[src/rtl/fp16_i64_pkg.sv]
package fp16_i64_pkg;

    parameter int EXP_W = 5;
    parameter int MAN_W = 10;
    parameter int SRC_W = 1 + EXP_W + MAN_W;
    parameter int OUT_W = 64;
    parameter int SIG_W = MAN_W + 1;
    parameter int BIAS  = (1 << (EXP_W - 1)) - 1;
    // exponent field value at which the significand LSB has weight 1
    parameter int LSB_EXP = BIAS + MAN_W;

    typedef enum logic [1:0] {
        CLS_ZERO    = 2'd0,
        CLS_TINY    = 2'd1,
        CLS_NORM    = 2'd2,
        CLS_SPECIAL = 2'd3
    } src_class_e;

    typedef struct packed {
        logic             valid;
        logic             masked;
        logic [OUT_W-1:0] value;
        logic             invalid;
        logic             inexact;
    } result_t;

endpackage

[src/rtl/fp16_i64_decode.sv]
module fp16_i64_decode
    import fp16_i64_pkg::*;
(
    input  logic [SRC_W-1:0] half_i,
    output logic             sign_o,
    output logic [EXP_W-1:0] exp_o,
    output logic [SIG_W-1:0] sig_o,
    output src_class_e       cls_o
);
    localparam logic [EXP_W-1:0] EXP_MAX = '1;

    logic [MAN_W-1:0] man;

    always_comb begin
        sign_o = half_i[SRC_W-1];
        exp_o  = half_i[SRC_W-2 -: EXP_W];
        man    = half_i[MAN_W-1:0];
        sig_o  = {1'b1, man};
        if (exp_o == EXP_MAX) begin
            cls_o = CLS_SPECIAL;
        end else if (exp_o == '0) begin
            cls_o = (man == '0) ? CLS_ZERO : CLS_TINY;
        end else if (int'(exp_o) < BIAS) begin
            cls_o = CLS_TINY;
        end else begin
            cls_o = CLS_NORM;
        end
    end
endmodule

[src/rtl/fp16_i64_align.sv]
module fp16_i64_align
    import fp16_i64_pkg::*;
(
    input  logic [EXP_W-1:0] exp_i,
    input  logic [SIG_W-1:0] sig_i,
    output logic [OUT_W-1:0] mag_o,
    output logic             frac_lost_o
);
    logic [OUT_W-1:0] wide;
    logic [OUT_W-1:0] drop_mask;
    int               e;
    int               sh;

    always_comb begin
        wide      = {{(OUT_W-SIG_W){1'b0}}, sig_i};
        e         = int'(exp_i);
        drop_mask = '0;
        sh        = 0;
        if (e >= LSB_EXP) begin
            sh          = e - LSB_EXP;
            mag_o       = wide << sh;
            frac_lost_o = 1'b0;
        end else begin
            sh          = LSB_EXP - e;
            mag_o       = wide >> sh;
            drop_mask   = (OUT_W'(1) << sh) - OUT_W'(1);
            frac_lost_o = |(wide & drop_mask);
        end
    end
endmodule

[src/rtl/fp16_i64_sign.sv]
module fp16_i64_sign
    import fp16_i64_pkg::*;
(
    input  logic             neg_i,
    input  logic [OUT_W-1:0] mag_i,
    output logic [OUT_W-1:0] value_o
);
    always_comb begin
        value_o = neg_i ? (~mag_i + OUT_W'(1)) : mag_i;
    end
endmodule

[src/rtl/fp16_i64_trunc.sv]
module fp16_i64_trunc
    import fp16_i64_pkg::*;
(
    input  logic        clk,
    input  logic        rst_n,
    input  logic        in_valid,
    input  logic [15:0] in_half,
    input  logic        inv_mask,
    output logic        out_valid,
    output logic [63:0] out_int,
    output logic        flag_invalid,
    output logic        flag_inexact
);
    localparam logic [OUT_W-1:0] INDEF = {1'b1, {(OUT_W-1){1'b0}}};

    logic             sign;
    logic [EXP_W-1:0] expf;
    logic [SIG_W-1:0] sig;
    src_class_e       cls;
    logic [OUT_W-1:0] mag;
    logic             frac_lost;
    logic [OUT_W-1:0] signed_val;
    result_t          res_d;
    result_t          res_q;

    fp16_i64_decode u_decode (
        .half_i (in_half),
        .sign_o (sign),
        .exp_o  (expf),
        .sig_o  (sig),
        .cls_o  (cls)
    );

    fp16_i64_align u_align (
        .exp_i       (expf),
        .sig_i       (sig),
        .mag_o       (mag),
        .frac_lost_o (frac_lost)
    );

    fp16_i64_sign u_sign (
        .neg_i   (sign),
        .mag_i   (mag),
        .value_o (signed_val)
    );

    always_comb begin
        res_d       = res_q;
        res_d.valid = in_valid;
        if (in_valid) begin
            res_d.masked = inv_mask;
            unique case (cls)
                CLS_ZERO: begin
                    res_d.value   = '0;
                    res_d.invalid = 1'b0;
                    res_d.inexact = 1'b0;
                end
                CLS_TINY: begin
                    res_d.value   = '0;
                    res_d.invalid = 1'b0;
                    res_d.inexact = 1'b1;
                end
                CLS_NORM: begin
                    res_d.value   = signed_val;
                    res_d.invalid = 1'b0;
                    res_d.inexact = frac_lost;
                end
                default: begin
                    res_d.value   = inv_mask ? INDEF : '0;
                    res_d.invalid = 1'b1;
                    res_d.inexact = 1'b0;
                end
            endcase
        end
    end

    always_ff @(posedge clk or negedge rst_n) begin
        if (!rst_n) begin
            res_q <= '0;
        end else begin
            res_q <= res_d;
        end
    end

    assign out_valid    = res_q.valid;
    assign out_int      = res_q.value;
    assign flag_invalid = res_q.invalid;
    assign flag_inexact = res_q.inexact;

    AST_VALID_FOLLOWS: assert property (@(posedge clk) disable iff (!rst_n)
        in_valid |=> out_valid);
    AST_VALID_DROPS: assert property (@(posedge clk) disable iff (!rst_n)
        !in_valid |=> !out_valid);
    AST_HOLD_IDLE: assert property (@(posedge clk) disable iff (!rst_n)
        !in_valid |=> ($stable(out_int) && $stable(flag_invalid) && $stable(flag_inexact)));
    AST_NONNEG_SIGN: assert property (@(posedge clk) disable iff (!rst_n)
        (in_valid && !in_half[15] && (in_half[14:10] != 5'h1F)) |=> !out_int[63]);
    AST_ZERO_CLEAN: assert property (@(posedge clk) disable iff (!rst_n)
        (in_valid && (in_half[14:0] == '0)) |=> (out_int == '0 && !flag_invalid && !flag_inexact));
    AST_INDEF_MASKED: assert property (@(posedge clk) disable iff (!rst_n)
        (out_valid && flag_invalid && res_q.masked) |-> (out_int == INDEF));
    AST_ZERO_UNMASKED: assert property (@(posedge clk) disable iff (!rst_n)
        (out_valid && flag_invalid && !res_q.masked) |-> (out_int == '0));
    AST_FLAGS_EXCLUSIVE: assert property (@(posedge clk) disable iff (!rst_n)
        !(flag_invalid && flag_inexact));
endmodule

[config.mk]
export PLATFORM = sky130hd
export DESIGN_NAME = fp16_i64_trunc
export DESIGN_NICKNAME = d
export VERILOG_FILES = /design/src/rtl/fp16_i64_pkg.sv /design/src/rtl/fp16_i64_decode.sv /design/src/rtl/fp16_i64_align.sv /design/src/rtl/fp16_i64_sign.sv /design/src/rtl/fp16_i64_trunc.sv
export SDC_FILE = /design/constraint.sdc
export NUM_CORES = 1
export LEC_CHECK = 0
export CORE_MARGIN = 2
export CORE_UTILIZATION = 25
export DETAILED_ROUTE_END_ITERATION = 6
export GPL_TIMING_DRIVEN = 0
export PLACE_DENSITY = 0.48
export SLEW_MARGIN = 5
export SYNTH_ARGS = -nofsm -noshare
export SYNTH_HDL_FRONTEND = slang
export SYNTH_HIERARCHICAL = 1
export SYNTH_SLANG_ARGS = --single-unit
[constraint.sdc]
create_clock -name clk -period 2 [get_ports clk]
set_clock_uncertainty 0.05 [all_clocks]
set_input_delay 0.3 -clock clk [delete_from_list [all_inputs] [get_ports clk]]
set_output_delay 0.3 -clock clk [all_outputs]
set_load 0.01 [all_outputs]
-- Word level (Yosys, flattened, before mapping)
Cells that the tools add are included.
- $add $sub $neg: 4
- $mul: 0
- div/mod/pow operators: 0
- magnitude comparators: 2
- eq/ne operators: 3
- shift-type cells: 3
- multiplexer cells: 9
- bitwise operators: 2
- reductions and logical operators: 4
- operator list (operator ; number):
    $pmux W66 S3 ; 1
    $mux W64 ; 3
    $add A64 B1 Y64 const B ; 1
    $and A11 B64 Y64 ; 1
    $not A64 Y64 ; 1
    $reduce_or A64 Y1 ; 1
    $shl A1 B32 Y64 const A ; 1
    $shl A11 B32 Y64 ; 1
    $shr A11 B32 Y64 ; 1
    $sub A64 B2 Y64 const B ; 1
    $logic_not A10 Y1 ; 1
    $mux W2 ; 3
    $sub A5 B5 Y6 const A ; 1
    $sub A5 B5 Y6 const B ; 1
    $eq A5 B5 Y1 const B ; 1
    $ge A5 B5 Y1 const B ; 1
    $logic_not A5 Y1 ; 1
    $lt A5 B4 Y1 const B ; 1
    $eq A2 B1 Y1 const B ; 1
    $eq A2 B2 Y1 const B ; 1
    $logic_not A2 Y1 ; 1
    $mux W1 ; 2
- register bits after elaboration: 67
- latch bits: 0
- bits in writable memories: 0
- memory bits (read-only): 0
- input port bits: 20
- output and inout bits: 67
- logic and storage cells: 31
- memories: 0

-- Longest topological paths before layout
- depth in word-level cells: 7
- depth in mapped cells: 21

-- Cells and area by module
Netlist, hierarchy kept.
- by module, submodules not included (module ; instances ; cells each ; area an instance (um^2) ; seq. area each (um^2)):
    fp16_i64_trunc ; 1 ; 290 ; 3219.3 ; 1676.6
    fp16_i64_align ; 1 ; 272 ; 1831.8 ; 0.0
    fp16_i64_sign ; 1 ; 206 ; 1649.1 ; 0.0
    fp16_i64_decode ; 1 ; 27 ; 196.4 ; 0.0

-- Worst setup path after synthesis
Ideal clock, no wire load.
- kind: in2reg
- start point: in in_half[10]
- end point: reg res_q, in the netlist out_int[54]
- library setup time: 125 ps
- data arrival time: 3888 ps
- slack: -2064 ps
- stages: 16
- buffers on the path: 3
- cells stage by stage: buf_4 -> inv_1 -> clkbuf_1 -> ha_1 -> buf_2 -> mux4_2 -> and2_1 -> a21oi_1 -> o22ai_1 -> or4_4 -> nor4_2 -> nand4_2 -> o41ai_1 -> xnor2_1 -> nand2_1 -> o22ai_2
- longest elaborated chain between the ends: 7
- RTL lines (item ; line ; RTL):
    start: declaration ; fp16_i64_trunc.sv:7 ; input logic [15:0] in_half,
    $sub A5 B5 Y6 (on tied branches) ; fp16_i64_align.sv:24, fp16_i64_align.sv:20 ;
    $shr A11 B32 Y64 or $shl A11 B32 Y64 (tied branches) ; fp16_i64_align.sv:25, fp16_i64_align.sv:21 ;
    $mux W64 (*) ; fp16_i64_align.sv:19 ; if (e >= LSB_EXP) begin
    net mag[10] ; fp16_i64_trunc.sv:20 ; logic [OUT_W-1:0] mag;
    $not A64 Y64 (*) ; fp16_i64_sign.sv:9 ; value_o = neg_i ? (~mag_i + OUT_W'(1)) : mag_i;
    $add A64 B1 Y64 (*) ; fp16_i64_sign.sv:9 ;
    $mux W64 (*) ; fp16_i64_sign.sv:9 ;
    net signed_val[54] ; fp16_i64_trunc.sv:22 ; logic [OUT_W-1:0] signed_val;
    $pmux W66 S3 (*) ; fp16_i64_trunc.sv:52 ; unique case (cls)
    end signal: assignment ; fp16_i64_trunc.sv:81 ; res_q <= res_d;
    end: declaration ; fp16_i64_trunc.sv:24 ; result_t res_q;
The timed path passes the listed nets; every way through them passes the cells marked *.
A chain may end at the register's enable or synchronous reset.

-- Worst setup path after layout
- start point: in in_half[10]
- end point: reg res_q, in the netlist out_int[60]
Same word-level chain as after synthesis.

==> run summary <==
In this run the power spent charging and discharging nets is 2.16 mW. The buffer levels on the longest clock path is 2, and the switching power as a share of total power is 34.5%. Sequential cells were found to cover 24.3% of the synthesized design area.

STA puts the critical path data required time at 2170 ps. In this run the tightest slew margin relative to its limit is 18.9%. For the pin with the worst max-slew slack, the measured transition is 1220 ps. In this run the standard cell core region covers 27,000 um^2. The number of pins exceeding their max-slew limit in the final report came out at 0. The DRC violation total after the first TritonRoute iteration was 396; the site row count was 60. After routing the design area is 11,000 um^2.

After detailed routing, the total wire length is 23.0 mm. In this run, the combinational gates consume 45.6% of the power. After detailed placement, the total cell area comes to 8640 um^2. For the clock sink total, the log shows 67. The detail route stage leaves a number of antenna-violating nets equal to 0. The routed design could run at a clock period as short as 3500 ps. The initial utilization of the core area, before any placement, comes to 25.5%. Detailed placement finished with a half-perimeter wire length of 16.1 mm. For this run, the share of the core covered by cells in the final layout is 40.6%. The detailed router placed 6,501 vias in this run.

The first detailed-routing pass took 5 iterations. The cell type contributing the most total cell area after synthesis is dfrtp_1. The run gives 6,577 as the number of global-route vias before repair. The weighted congestion reported at the end of routability-driven placement was 0.892; the remaining global-route overflow was 0. The number of antenna violations at the first check in global routing is 0, and the xor and xnor fraction of the mapped netlist area is 8.25%. Summing every instance area after synthesis gives 6900 um^2.

Ranked by instance count, the synthesized netlist is headed by nand2_1, inv_1, dfrtp_1. Prior to clock tree synthesis, the placed netlist has a worst setup slack of -3090 ps. The share of the clock period used by the worst path after layout works out to 175%.

The die extent in x was 170 um. Cells with a size suffix above 1 make up 45.7% of the layout. The setup slack after layout is -1500 ps. Internal portion of total power: 4.10 mW. Yosys mapped a number of flops with a built-in enable equal to 0. Setup repair after global routing could not meet its margin everywhere. The first-pass GRT wire length was 36.3 mm.

After detailed routing, the average wire length per cell comes to 16.8 um. The count of state elements after synthesis is 67. Multiplexer cells account for 4.68% of the synthesized area. The tools report the kind of start point of the critical path as a primary input. The floorplan step defined a die boundary enclosing 28,900 um^2. The die is 170 um tall. The share of synthesized flip-flops with an asynchronous set or reset works out to 100%. 87 I/O pins were placed. Setup violations remaining at the end of the flow were counted as 65. The total chip power is 6.27 mW, and the cell count after synthesis is 795. During placement, the flow inserted port buffers numbering 85. The Yosys step of the flow raised 6 warnings. Among all cell types in the netlist, the one instantiated most often is nand2_1.

The H-tree generated during clock tree synthesis spans 3 levels. The final reports fail on negative setup slack. The maximum vdd drop came out at 0.405 mV. The run finished, with violations left. Buffers inserted during clock tree synthesis total 9.

The clock share of power came out at 30.0%. For the leakage power figure, the log shows 4.44 nW. The share of the synthesized area in compound gates (AO/OA/AOI/OAI) was 25.7%. The area growth from synthesis to layout came out at 59.3%. Setup TNS after final layout: -82,440 ps. By area the synthesized netlist is led by dfrtp_1, o22ai_2, xnor2_1. The combined global-route utilization of all metal layers was 15.9%; the average size of a mapped cell was 8.67 um^2.

The per-cell via count in the routed design is 4.76. After synthesis, the largest area contributor takes up 24.3% of total cell area. The class of the worst hold path was primary input to asynchronous set/reset pin. For this run, the leading register cell type out of synthesis is dfrtp_1. STA classifies the critical path endpoint as a register. After clock tree synthesis, the clock-pin slew on the worst setup and hold paths is 60 ps. The largest family of logic cells by synthesized area was compound AO/OA/AOI/OAI gates. Based on the critical path, the design can be clocked at up to 286 MHz. Registers take 1680 um^2. Max-cap violations in this run came to 0. In the routed design, unresolved DRC markers number 0. The latest clock arrival within the worst-skew pair came out at 350 ps. The critical path is of the primary input to register type. TritonCTS built the clock tree. The run gives 52 as the pin count of the biggest net entering global routing. Sequential cells account for 24.4% of the total power.

Dividing total power by cell area gives a power density of 570 nW/um^2. Data on the critical path arrives at its endpoint at 3670 ps. Of all nets on the critical path, the largest fanout is 7.

The post-synthesis adder-cell area fraction works out to 1.09%. After Yosys synthesis, and, or, nand and nor cells account for 20.3% of the synthesized area. The fill cell instance count of the final layout was 2,702; the number of hold violations in the final report was 0.

The number of antenna diodes in the final layout is 0. The net total in the final layout is 1,046, and the count of distinct cell types in the synthesized netlist is 89. Counting cells, the worst reg-to-reg path comes to 2. The root buffer cell chosen for the clock tree is clkbuf_16. The area of the multi-input gates came out at 5530 um^2.
state kept, by name (all words and copies together), names as in the netlist:
register,cells
out_valid,1
flag_inexact,1
out_int,64
flag_invalid,1
cells by family after synthesis:
| kind of cell | count (synthesis) |
|---|---|
| AO/OA/AOI/OAI | 193 |
| XOR/XNOR | 65 |
| adder cells (fa/ha/maj) | 6 |
| buffers and inverters | 178 |
| flip-flops | 67 |
| multiplexers | 25 |
| other | 2 |
| AND/OR/NAND/NOR | 259 |
cell type report:
class,count,share of cell area (%)
multi-input combinational,582,50.3
timing repair buffer,190,16.7
sequential,67,15.3
buffer,91,7.79
tap,341,3.88
inverter,79,2.95
clock buffer,9,2.05
clock inverter,7,1.06
power by group through the flow:
| stage | combinational (mW) | clock (mW) | sequential, mW |
|---|---|---|---|
| finish | 2.86 | 1.88 | 1.53 |
| global route | 3.06 | 1.97 | 1.55 |
| CTS | 2.59 | 1.93 | 1.54 |
| detailed placement | 1.98 | 0 | 1.56 |
| global placement | 1.97 | 0 | 1.56 |
| floorplan | 1.33 | 0 | 1.60 |
timing repair:
item                                    4_1_cts  5_1_grt
gates cloned                                  2        1
pin swaps                                    74       80
hold endpoints to repair                     16        0
resized for setup                           212       73
endpoints found under the setup margin       65       65
setup buffers                                70       37
hold buffers                                  1        0
metal layers:
metal | wire length, um | track usage [%] | vias up | part of all wire, %
met3 | 894 | 2.56 | 26 | 3.9
li1 | - | - | 3183 | -
met4 | 315 | 3.79 | 0 | 1.4
met2 | 10600 | 25.2 | 166 | 46
met5 | 0 | 0 | - | 0
met1 | 11100 | 22.6 | 3126 | 49
per-stage QoR:
stage / hold slack [ps] / cells
3_5_place_dp: 146 / 1253
5_1_grt: 357 / 1366
3_3_place_gp: 469 / 1252
6_report: 320 / 1366
2_1_floorplan: -45.6 / 826
4_1_cts: 321 / 1338
critical path, cell delays in order:
cell       delay (ps)
buf_12             90
inv_8              30
clkbuf_16         130
ha_4              320
mux4_2            530
nand2_2           100
nor2_2             40
a21oi_2           130
buf_4             150
nor2_4             40
or4_4             540
buf_6             140
nor4b_4           190
buf_4             180
nand3_4            70
buf_6             160
o41ai_4           290
xnor2_1           110
nand2_1            70
o22ai_1            70
placed cells by master (no fill, tap or decap), types with 16 or more instances in the layout:
cell	n
buf_12	16
buf_4	125
buf_6	34
clkdlybuf4s50_1	73
conb_1	33
dfrtp_1	67
inv_1	73
nand2_1	93
nor2_1	31
o21ai_2	17
o22ai_2	66
o31ai_4	24
xnor2_1	58
final timing paths:
| check | start | end | slack, ps |
|---|---|---|---|
| worst min register to register | flag_invalid | flag_invalid | 480 |
| min in group clk | in_half[14] | flag_invalid | 390 |
| worst min-delay path | rst_n | out_int[20] | 320 |
| max in group asynchronous | rst_n | out_int[5] | 1020 |
| worst max-delay path | in_half[10] | out_int[60] | -1500 |
| worst max register to register | out_int[6] | out_int[6] | 1280 |
Note: power is estimated with default switching activity, not from simulation.
